[src/rtl/tsp_pkg.sv]
package tsp_pkg;
   typedef enum logic [2:0] {
      ST_IDLE,
      ST_RD,
      ST_WT,
      ST_EVAL,
      ST_RST
   } tsp_state_e;

   typedef enum logic [1:0] {
      ERR_NONE   = 2'b00,
      ERR_DEVICE = 2'b01,
      ERR_LIMIT  = 2'b10
   } tsp_err_e;

   localparam logic [7:0] RESET_CMD = 8'hF0;
endpackage

[src/rtl/tgl_loop_ctr.sv]
module tgl_loop_ctr #(
   parameter int MAX_LOOPS = 64,
   localparam int CW = $clog2(MAX_LOOPS + 1)
) (
   input  logic clk,
   input  logic rst_n,
   input  logic clr_i,
   input  logic inc_i,
   output logic last_o
);
   logic [CW-1:0] cnt_q;

   always_ff @(posedge clk or negedge rst_n) begin
      if (!rst_n)                                cnt_q <= '0;
      else if (clr_i)                            cnt_q <= '0;
      else if (inc_i && cnt_q != CW'(MAX_LOOPS)) cnt_q <= cnt_q + 1'b1;
   end

   // compare being evaluated now is the MAX_LOOPS-th one
   assign last_o = (cnt_q == CW'(MAX_LOOPS - 1));

   a_r7_cnt_bound: assert property (@(posedge clk) disable iff (!rst_n)
      cnt_q <= CW'(MAX_LOOPS));
endmodule

[src/rtl/tgl_bit_tap.sv]
module tgl_bit_tap #(
   parameter bit SLIDING = 1'b1
) (
   input  logic clk,
   input  logic rst_n,
   input  logic clr_i,
   input  logic cap_i,
   input  logic adv_i,
   input  logic tgl_i,
   input  logic flg_i,
   output logic have_o,
   output logic differ_o,
   output logic flag_o
);
   logic first_q, second_q, flag_q, have_q, keep_first;

   generate
      if (SLIDING) begin : g_slide
         assign keep_first = 1'b1;   // latest read becomes the new reference
      end else begin : g_pair
         assign keep_first = 1'b0;   // every loop takes a full fresh pair
      end
   endgenerate

   always_ff @(posedge clk or negedge rst_n) begin
      if (!rst_n) begin
         first_q  <= 1'b0;
         second_q <= 1'b0;
         flag_q   <= 1'b0;
         have_q   <= 1'b0;
      end else if (clr_i) begin
         have_q <= 1'b0;
      end else if (cap_i) begin
         if (!have_q) begin
            first_q <= tgl_i;
            have_q  <= 1'b1;
         end else begin
            second_q <= tgl_i;
            flag_q   <= flg_i;
         end
      end else if (adv_i) begin
         first_q <= second_q;
         have_q  <= keep_first;
      end
   end

   assign have_o   = have_q;
   assign differ_o = first_q ^ second_q;
   assign flag_o   = flag_q;
endmodule

[src/rtl/tgl_poll_ctrl.sv]
module tgl_poll_ctrl
   import tsp_pkg::*;
#(
   parameter int DW        = 8,
   parameter int AW        = 16,
   parameter int TGL_BIT   = 6,
   parameter int FLG_BIT   = 5,
   parameter int MAX_LOOPS = 64,
   parameter bit SLIDING   = 1'b1
) (
   input  logic          clk,
   input  logic          rst_n,
   input  logic          start_i,
   input  logic          abort_i,
   input  logic [AW-1:0] addr_i,
   output logic          busy_o,
   output logic          done_o,
   output logic          err_o,
   output logic [1:0]    err_code_o,
   output logic          bus_rd_o,
   output logic          bus_wr_o,
   output logic [AW-1:0] bus_addr_o,
   output logic [DW-1:0] bus_wdata_o,
   input  logic [DW-1:0] bus_rdata_i,
   input  logic          bus_rvalid_i
);
   generate
      if (DW < 8 || TGL_BIT >= DW || FLG_BIT >= DW || TGL_BIT == FLG_BIT) begin : g_bad_bits
         $error("tgl_poll_ctrl: status bit positions do not fit the data width");
      end
      if (MAX_LOOPS < 2) begin : g_bad_loops
         $error("tgl_poll_ctrl: MAX_LOOPS must be at least 2");
      end
   endgenerate

   tsp_state_e    state_q, state_d;
   tsp_err_e      code_q, fin_code;
   logic [AW-1:0] addr_q;
   logic          recheck_q, done_q, err_q;
   logic          tap_clr, tap_cap, tap_adv, have_first, differ, flag;
   logic          cnt_clr, cnt_inc, cnt_last;
   logic          fin_ok, load_code, recheck_set, abort_now;

   assign abort_now = abort_i && (state_q == ST_RD || state_q == ST_WT || state_q == ST_EVAL);
   assign tap_cap   = (state_q == ST_WT) && bus_rvalid_i && !abort_i;

   always_comb begin
      state_d     = state_q;
      tap_clr     = 1'b0;
      tap_adv     = 1'b0;
      cnt_clr     = 1'b0;
      cnt_inc     = 1'b0;
      recheck_set = 1'b0;
      fin_ok      = 1'b0;
      load_code   = 1'b0;
      fin_code    = ERR_NONE;
      case (state_q)
         ST_IDLE: if (start_i) begin
            state_d = ST_RD;
            tap_clr = 1'b1;
            cnt_clr = 1'b1;
         end
         ST_RD:   state_d = ST_WT;
         ST_WT:   if (bus_rvalid_i) state_d = have_first ? ST_EVAL : ST_RD;
         ST_EVAL: begin
            cnt_inc = 1'b1;
            if (!differ) begin
               state_d = ST_IDLE;
               fin_ok  = 1'b1;
            end else if (recheck_q) begin
               state_d   = ST_RST;
               fin_code  = ERR_DEVICE;
               load_code = 1'b1;
            end else if (cnt_last) begin
               state_d   = ST_RST;
               fin_code  = ERR_LIMIT;
               load_code = 1'b1;
            end else if (flag) begin
               state_d     = ST_RD;
               recheck_set = 1'b1;
               tap_clr     = 1'b1;
            end else begin
               state_d = ST_RD;
               tap_adv = 1'b1;
            end
         end
         ST_RST:  state_d = ST_IDLE;
         default: state_d = ST_IDLE;
      endcase
      if (abort_now) begin
         state_d   = ST_IDLE;
         fin_ok    = 1'b0;
         load_code = 1'b0;
      end
   end

   always_ff @(posedge clk or negedge rst_n) begin
      if (!rst_n) begin
         state_q   <= ST_IDLE;
         code_q    <= ERR_NONE;
         addr_q    <= '0;
         recheck_q <= 1'b0;
         done_q    <= 1'b0;
         err_q     <= 1'b0;
      end else begin
         state_q <= state_d;
         done_q  <= fin_ok;
         err_q   <= (state_q == ST_RST);
         if (load_code) code_q <= fin_code;
         if (state_q == ST_IDLE && start_i) begin
            addr_q    <= addr_i;
            recheck_q <= 1'b0;
         end else if (recheck_set) begin
            recheck_q <= 1'b1;
         end
      end
   end

   tgl_bit_tap #(.SLIDING(SLIDING)) u_tap (
      .clk      (clk),
      .rst_n    (rst_n),
      .clr_i    (tap_clr),
      .cap_i    (tap_cap),
      .adv_i    (tap_adv),
      .tgl_i    (bus_rdata_i[TGL_BIT]),
      .flg_i    (bus_rdata_i[FLG_BIT]),
      .have_o   (have_first),
      .differ_o (differ),
      .flag_o   (flag)
   );

   tgl_loop_ctr #(.MAX_LOOPS(MAX_LOOPS)) u_ctr (
      .clk    (clk),
      .rst_n  (rst_n),
      .clr_i  (cnt_clr),
      .inc_i  (cnt_inc),
      .last_o (cnt_last)
   );

   assign busy_o      = (state_q != ST_IDLE);
   assign done_o      = done_q;
   assign err_o       = err_q;
   assign err_code_o  = err_q ? code_q : ERR_NONE;
   assign bus_rd_o    = (state_q == ST_RD);
   assign bus_wr_o    = (state_q == ST_RST);
   assign bus_addr_o  = addr_q;
   assign bus_wdata_o = DW'(RESET_CMD);

   a_r10_rd_wr_excl: assert property (@(posedge clk) disable iff (!rst_n)
      !(bus_rd_o && bus_wr_o));
   a_r10_pulse_excl: assert property (@(posedge clk) disable iff (!rst_n)
      !(done_o && err_o));
   a_r10_done_single: assert property (@(posedge clk) disable iff (!rst_n)
      done_o |=> !done_o);
   a_r6_write_then_err: assert property (@(posedge clk) disable iff (!rst_n)
      bus_wr_o |=> (err_o && !busy_o));
   a_r3_done_idle: assert property (@(posedge clk) disable iff (!rst_n)
      done_o |-> (!busy_o && !bus_wr_o));
   a_r8_addr_held: assert property (@(posedge clk) disable iff (!rst_n)
      (busy_o && $past(busy_o)) |-> $stable(bus_addr_o));
   a_r2_eval_has_pair: assert property (@(posedge clk) disable iff (!rst_n)
      (state_q == ST_EVAL) |-> have_first);
endmodule

[config.mk]
export PLATFORM = sky130hd
export DESIGN_NAME = tgl_poll_ctrl
export DESIGN_NICKNAME = d
export VERILOG_FILES = /design/src/rtl/tsp_pkg.sv /design/src/rtl/tgl_loop_ctr.sv /design/src/rtl/tgl_bit_tap.sv /design/src/rtl/tgl_poll_ctrl.sv
export SDC_FILE = /design/constraint.sdc
export NUM_CORES = 1
export LEC_CHECK = 0
export ABC_CLOCK_PERIOD_IN_PS = 3400
export BUFFER_PORTS_ARGS = -buffer_cell sky130_fd_sc_hd__buf_4
export CORE_MARGIN = 4
export CORE_UTILIZATION = 52
export CTS_CLUSTER_SIZE = 25
export DETAILED_ROUTE_END_ITERATION = 16
export PLACE_DENSITY_LB_ADDON = 0.15
export SLEW_MARGIN = 20
export SYNTH_ARGS = -nofsm -noshare
export SYNTH_HDL_FRONTEND = slang
export SYNTH_SLANG_ARGS = --single-unit
[constraint.sdc]
create_clock -name clk -period 3.4 [get_ports clk]
set_clock_uncertainty 0.15 [all_clocks]
set_input_delay 0.17 -clock clk [delete_from_list [all_inputs] [get_ports clk]]
set_output_delay 0.17 -clock clk [all_outputs]
set_load 0.005 [all_outputs]
==> reports/metrics.cfg, run 1 <==
[run_status]
outcome = finished clean

[timing]
drv_slew = 0
final-hold-violation-count = 0
holdWs_ns = 0.139
layout_min_cycle_time_ns = 2.02
setup-tns-final_ns = 0
setup-violations-final = 0
max_freq_mhz = 495
slew_headroom = 0.452
tightest_slew_ns = 0.823
rsz0062_at_grt = false
timing.final.ws_setup_ns = 1.38
finalCritPeriodShare = 0.594

[synthesis]
synth_cell_types = 38
synthTopCellsByArea = dfrtp_1 53%, nand2_1 13%, buf_4 3.6%
avgSynthCellArea_sq_um = 9.45
synthTopCellsByCount = 59 x nand2_1, 35 x dfrtp_1, 8 x buf_4, 8 x nor2_1, 6 x a21oi_1
syn_area_sq_mm = 0.00165
synth_top_flop_cell = dfrtp_1
yosysWarnings = 0
yosysTopAreaCellShare = 0.530
ys_seq_area_frac = 0.530
synth_seq_cells = 35
synth-edff-count = 0
synth.most_common_cell = nand2_1
async_flop_share = 1.00
synth_top_cell_by_area = dfrtp_1
netlist_instances = 175

[hold_path]
hold_path.class = input port to register
hold-path-cell-count = 4

[worst_setup_path]
critical-path-top-delay-family = simple AND/OR/NAND/NOR gates
crit_top_cell = nand2_1
cp.required_ns = 3.53
critical_path_class = register to register
end_kind = register
crit_buf_inv = 0
r2r-end = bus_addr_o[12]$_DFFE_PN0N_
path_cells = nor3_1, and2_1, nand2_1, nand2_1
setup.worst_path.start = state_q[0]$_DFFE_PN0P_
crit_fanout = 22
ff2ff_path_depth = 4
max_stage_delay_ns = 0.72
cp-endpoint = bus_addr_o[12]$_DFFE_PN0N_
critPathArrivalTime_ns = 2.15
cpMaxStageDelayCell = and2_1
r2r_slack_ns = 1.38
timing.rr.start = state_q[0]$_DFFE_PN0P_
start_kind = register
cp.depth = 4

[clock_tree]
root_buffer = clkbuf_4
htree_levels = 2
clockBufferDepth = 2
clock_latency_ns = 0.34
path_clk_slew_ns = 0.10
cts.sinks = 35
cts_tree = yes
cts_buffers = 5

[floorplan]
core_sq_mm = 0.00305
ioPinCount = 60
start_util = 0.542
dieWidth_microns = 64.4
fp.dieH_microns = 64.4
rows = 20
die-area_sq_mm = 0.00415

[cells_and_area]
stdcell_area_sq_mm = 0.00227
final_layout_size_suffix_gt1_frac = 0.244
multi_input_area_sq_um = 697
fill_cells = 236
stdcell_count = 286
utilization = 0.743
nets = 272
area_growth_pct = 37.1
seqCellArea_sq_um = 876
antenna_cells = 0

[detailed_routing]
drtIter0Drc = 50
wl_per_cell_microns = 13.8
wl_met3_microns = 294
avgViaCountPerCell = 4.91
wl_met1_mm = 1.64
wl_mm = 3.95
wl_met2_mm = 1.96
via_count = 1405
route.detailed.drc = 0
ant_nets = 0
first_pass_iters = 4
highest_layer = met4

[global_route]
grt_max_degree = 36
grt_pass1_wl_mm = 6.51
gr-total-overflow = 0
grt_pass1_vias = 1452
antenna_found_initial = 0
grt_usage = 0.209

[place]
place_inst = 257
place_ws_ns = 1.43
port_buffers = 45
gp_congestion = 0.837
dpl.hpwl_mm = 2.48
placed_cell_area_sq_mm = 0.00198

[pwr]
ir_drop_v = 0.000402
power_density_mw_per_mm2 = 639
p_leak_nw = 1.16
total_power_mw = 1.45

[run]
cap_violations = 0

[cell families (layout without fill, tap and decap cells)]
logic type / after synthesis / after routing / share of synthesized area
buf+inv: 18 / 79 / 0.0628
compound gates: 15 / 15 / 0.0605
xor+xnor: 4 / 4 / 0.0212
simple gates: 95 / 95 / 0.281
mux: 4 / 4 / 0.0257
flops: 35 / 35 / 0.530
other cells: 2 / 8 / 0.00454
fa+ha+maj: 2 / 2 / 0.0151
[timing repair]
| action | 4_1_cts | 5_1_grt |
|---|---|---|
| gates resized for setup | 0 | 0 |
| setup endpoints to repair | 0 | 0 |
| setup buffers | 0 | 0 |
| endpoints found under the hold margin | 55 | 1 |
| hold buffers | 20 | 1 |
[metal layers]
metal / GRT usage / vias up
li1: - / 688
met1: 0.229 / 662
met2: 0.367 / 51
met3: 0.0773 / 4
met4: 0.0792 / 0
met5: 0 / -
[worst register-to-register path: stages (launching register included)]
cell,delay [ns]
dfrtp_1,0.52
nor3_1,0.33
and2_1,0.72
nand2_1,0.15
nand2_1,0.10
[layout by cell type (no fill, tap or decap), types with 2 or more instances in the layout]
cell           synthesis  routed
nand2_1               59      59
buf_4                  8      45
dfrtp_1               35      35
dlygate4sd3_1          0      21
nor2_1                 8       8
conb_1                 2       8
a21oi_1                6       6
nor3_1                 5       5
inv_1                  5       5
clkbuf_4               0       5
xnor2_1                4       4
and2_1                 3       3
nand3_1                3       3
nand2b_1               2       2
nor3b_1                2       2
mux2_2                 2       2
nor2b_1                2       2
mux2i_1                2       2
ha_1                   2       2
clkbuf_8               0       2
[how the worst min path moves through the flow]
stage,end,startpoint,slack (ns)
after floorplan,bus_addr_o[0]$_DFFE_PN0N_,rst_n,-0.28
after global placement,code_q[0]$_DFFE_PN0P_,rst_n,-0.006
after detailed placement,code_q[0]$_DFFE_PN0P_,rst_n,-0.0004
after CTS,state_q[1]$_DFFE_PN0P_,bus_rvalid_i,0.002
after global routing,state_q[0]$_DFFE_PN0P_,start_i,0.15
final,state_q[0]$_DFFE_PN0P_,start_i,0.14
[flip-flops by register name, indices dropped and copies added, names as in the netlist]
signal	flops
recheck_q	1
code_q	2
u_tap.first_q	1
u_tap.flag_o	1
done_o	1
u_tap.have_o	1
u_ctr.cnt_q	7
bus_addr_o	16
u_tap.second_q	1
state_q	3
err_o	1
[power by group]
group          leakage [nW]  switching (mW)  internal [mW]
logic                 0.665           0.256          0.275
registers             0.456           0.113          0.546
clock network        0.0375           0.138          0.121
total                  1.16           0.507          0.942
[cell type report]
type	count	area share
Clock buffer	7	0.0287
Sequential cell	35	0.386
Timing Repair Buffer	66	0.242
Inverter	5	0.00828
Tap cell	44	0.0243
Multi-Input combinational cell	128	0.307
Clock inverter	1	0.00331
Power figures use the tool's default switching activity.
==> run 2: changes to the inputs <==
--- a/config.mk
+++ b/config.mk
@@ -5,10 +5,10 @@
 export SDC_FILE = /design/constraint.sdc
 export NUM_CORES = 1
 export LEC_CHECK = 0
-export ABC_CLOCK_PERIOD_IN_PS = 3400
+export ABC_CLOCK_PERIOD_IN_PS = 1780
 export BUFFER_PORTS_ARGS = -buffer_cell sky130_fd_sc_hd__buf_4
 export CORE_MARGIN = 4
-export CORE_UTILIZATION = 52
+export CORE_UTILIZATION = 44
 export CTS_CLUSTER_SIZE = 25
 export DETAILED_ROUTE_END_ITERATION = 16
 export PLACE_DENSITY_LB_ADDON = 0.15
==> constraint.sdc (replaced) <==
create_clock -name clk -period 1.78 [get_ports clk]
set_clock_uncertainty 0.15 [all_clocks]
set_input_delay 0.089 -clock clk [delete_from_list [all_inputs] [get_ports clk]]
set_output_delay 0.089 -clock clk [all_outputs]
set_load 0.005 [all_outputs]
==> reports/metrics.cfg, run 2 (same netlist as run 1, synthesis figures left out) <==
[hold_path]
hold-path-cell-count = 4  ; unchanged
hold_path.class = input port to register  ; unchanged

[cells_and_area]
stdcell_area_sq_mm = 0.00236  ; was 0.00227 sq mm
largest_reg_flops = 16  ; unchanged
multi_input_area_sq_um = 699  ; was 697 sq um
nets = 277  ; was 272
antenna_cells = 0  ; unchanged
layout_commonest_cell = nand2_1  ; unchanged
fill_cells = 309  ; was 236
area_growth_pct = 42.4  ; was 37.1%
layout_common_cells = 59 x nand2_1, 49 x buf_4, 34 x dfrtp_1, 21 x dlygate4sd3_1, 8 x conb_1  ; was 59 x nand2_1, 45 x buf_4, 35 x dfrtp_1, 21 x dlygate4sd3_1
seqCellArea_sq_um = 877  ; was 876 sq um
final_layout_size_suffix_gt1_frac = 0.260  ; was 0.244

[timing]
rsz0062_at_grt = false  ; unchanged
layout_min_cycle_time_ns = 1.71  ; was 2.02 ns
setup-tns-final_ns = 0  ; unchanged
finalCritPeriodShare = 0.958  ; was 0.594
final-hold-violation-count = 0  ; unchanged
timing.final.ws_setup_ns = 0.0741  ; was 1.38 ns
max_freq_mhz = 586  ; was 495 MHz
setup-violations-final = 0  ; unchanged
drv_slew = 0  ; unchanged

[run_status]
outcome = finished clean  ; unchanged

[worst_setup_path]
cpMaxStageDelayCell = dfrtp_1  ; was and2_1
cp.required_ns = 1.80  ; was 3.53 ns
cp.depth = 5  ; was 4
crit_fanout = 4  ; was 22
crit_buf_inv = 0  ; unchanged
critPathArrivalTime_ns = 1.73  ; was 2.15 ns
max_stage_delay_ns = 0.37  ; was 0.72 ns
ff2ff_path_depth = 5  ; was 4
path_cells = ha_1, nand2_1, o31a_1, nor4bb_1, o311a_1  ; was nor3_1, and2_1, nand2_1, nand2_1
start_kind = register  ; unchanged
critical-path-top-delay-family = compound AO/OA/AOI/OAI gates  ; was simple AND/OR/NAND/NOR gates
critical_path_class = register to register  ; unchanged
end_kind = register  ; unchanged

[detailed_routing]
wl_mm = 3.59  ; was 3.95 mm
via_count = 1398  ; was 1405
avgViaCountPerCell = 4.76  ; was 4.91
ant_nets = 0  ; unchanged
first_pass_iters = 4  ; unchanged
wl_per_cell_microns = 12.2  ; was 13.8 microns
drtIter0Drc = 61  ; was 50
route.detailed.drc = 0  ; unchanged

[pwr]
ir_drop_v = 0.000764  ; was 0.000402 V
p_leak_nw = 1.20  ; was 1.16 nW
power_density_mw_per_mm2 = 1270  ; was 639 mW/mm^2

[place]
place_ws_ns = 0.0571  ; was 1.43 ns
placed_cell_area_sq_mm = 0.00203  ; was 0.00198 sq mm
gp_congestion = 0.767  ; was 0.837
dpl.hpwl_mm = 2.47  ; was 2.48 mm
port_buffers = 45  ; unchanged

[floorplan]
die-area_sq_mm = 0.00480  ; was 0.00415 sq mm
core_sq_mm = 0.00363  ; was 0.00305 sq mm
ioPinCount = 60  ; unchanged
rows = 22  ; was 20
fp.dieH_microns = 69.3  ; was 64.4 microns
start_util = 0.455  ; was 0.542
dieWidth_microns = 69.3  ; was 64.4 microns

[global_route]
gr-total-overflow = 0  ; unchanged
grt_pass1_vias = 1419  ; was 1452
antenna_found_initial = 0  ; unchanged
grt_max_degree = 36  ; unchanged
grt_usage = 0.159  ; was 0.209
grt_pass1_wl_mm = 6.24  ; was 6.51 mm

[clock_tree]
cts_tree = yes  ; unchanged
cts_buffers = 5  ; unchanged
root_buffer = clkbuf_8  ; was clkbuf_4
clock_latency_ns = 0.28  ; was 0.34 ns
htree_levels = 2  ; unchanged
path_clk_slew_ns = 0.07  ; was 0.10 ns
clockBufferDepth = 2  ; unchanged
cts.sinks = 35  ; unchanged

[run]
cap_violations = 0  ; unchanged

## run 2: worst paths after layout
check                           slack, ns                  startpoint                         end
worst max-delay path                 0.07  u_ctr.cnt_q[1]$_DFFE_PN0P_   u_tap.first_q$_DFFE_PN0P_
worst max register to register       0.07  u_ctr.cnt_q[1]$_DFFE_PN0P_   u_tap.first_q$_DFFE_PN0P_
min in group asynchronous            0.14                       rst_n  u_ctr.cnt_q[6]$_DFFE_PN0P_
worst min register to register       0.32       recheck_q$_DFFE_PN0P_       code_q[1]$_DFFE_PN0P_
max in group asynchronous            1.01                       rst_n      state_q[0]$_DFFE_PN0P_
worst min-delay path                  0.1                     start_i      state_q[0]$_DFFE_PN0P_
## run 2: routing by layer
| metal | GRT usage | vias up | part of all wire |
|---|---|---|---|
| met3 | 0.0623 | 5 | 0.084 |
| li1 | - | 694 | - |
| met2 | 0.275 | 47 | 0.50 |
| met5 | 0 | - | 0 |
| met4 | 0.0607 | 0 | 0.010 |
| met1 | 0.174 | 652 | 0.41 |
## run 2: power breakdown
group	internal (mW)	switching (mW)	leakage, nW	total (mW)
Sequential	1.05	0.202	0.455	1.25
Clock	0.410	0.260	0.0513	0.669
Combinational	0.583	0.488	0.692	1.07
Total	2.04	0.949	1.20	2.99
## run 2: timing repair
action,in CTS,in global routing
endpoints found under the setup margin,0,8
hold endpoints to repair,56,0
hold buffers,21,0
resized for setup,0,2
setup buffers,0,1
## run 2: cell type report
type	count	area share
Sequential cell	35	0.372
Multi-Input combinational cell	128	0.297
Timing Repair Buffer	71	0.254
Clock buffer	6	0.0308
Tap cell	48	0.0255
Clock inverter	1	0.0127
Inverter	5	0.00797
## run 2: per-stage QoR
stage | hold slack, ns | utilization | instances | power [mW]
after CTS | 0.0864 | 0.645 | 293 | 3.02
after detailed placement | -0.0867 | 0.559 | 265 | 2.30
after global placement | -0.0872 | 0.559 | 265 | 2.25
after floorplan | -0.357 | - | 181 | 1.77
after global routing | 0.110 | 0.648 | 294 | 3.24
final | 0.0982 | 0.648 | 294 | 2.99
## run 2: worst min-delay path, cell delays in order
cell and delay, ns:
buf_4 0.09, nor2b_1 0.12, o21bai_1 0.08, a21oi_1 0.11
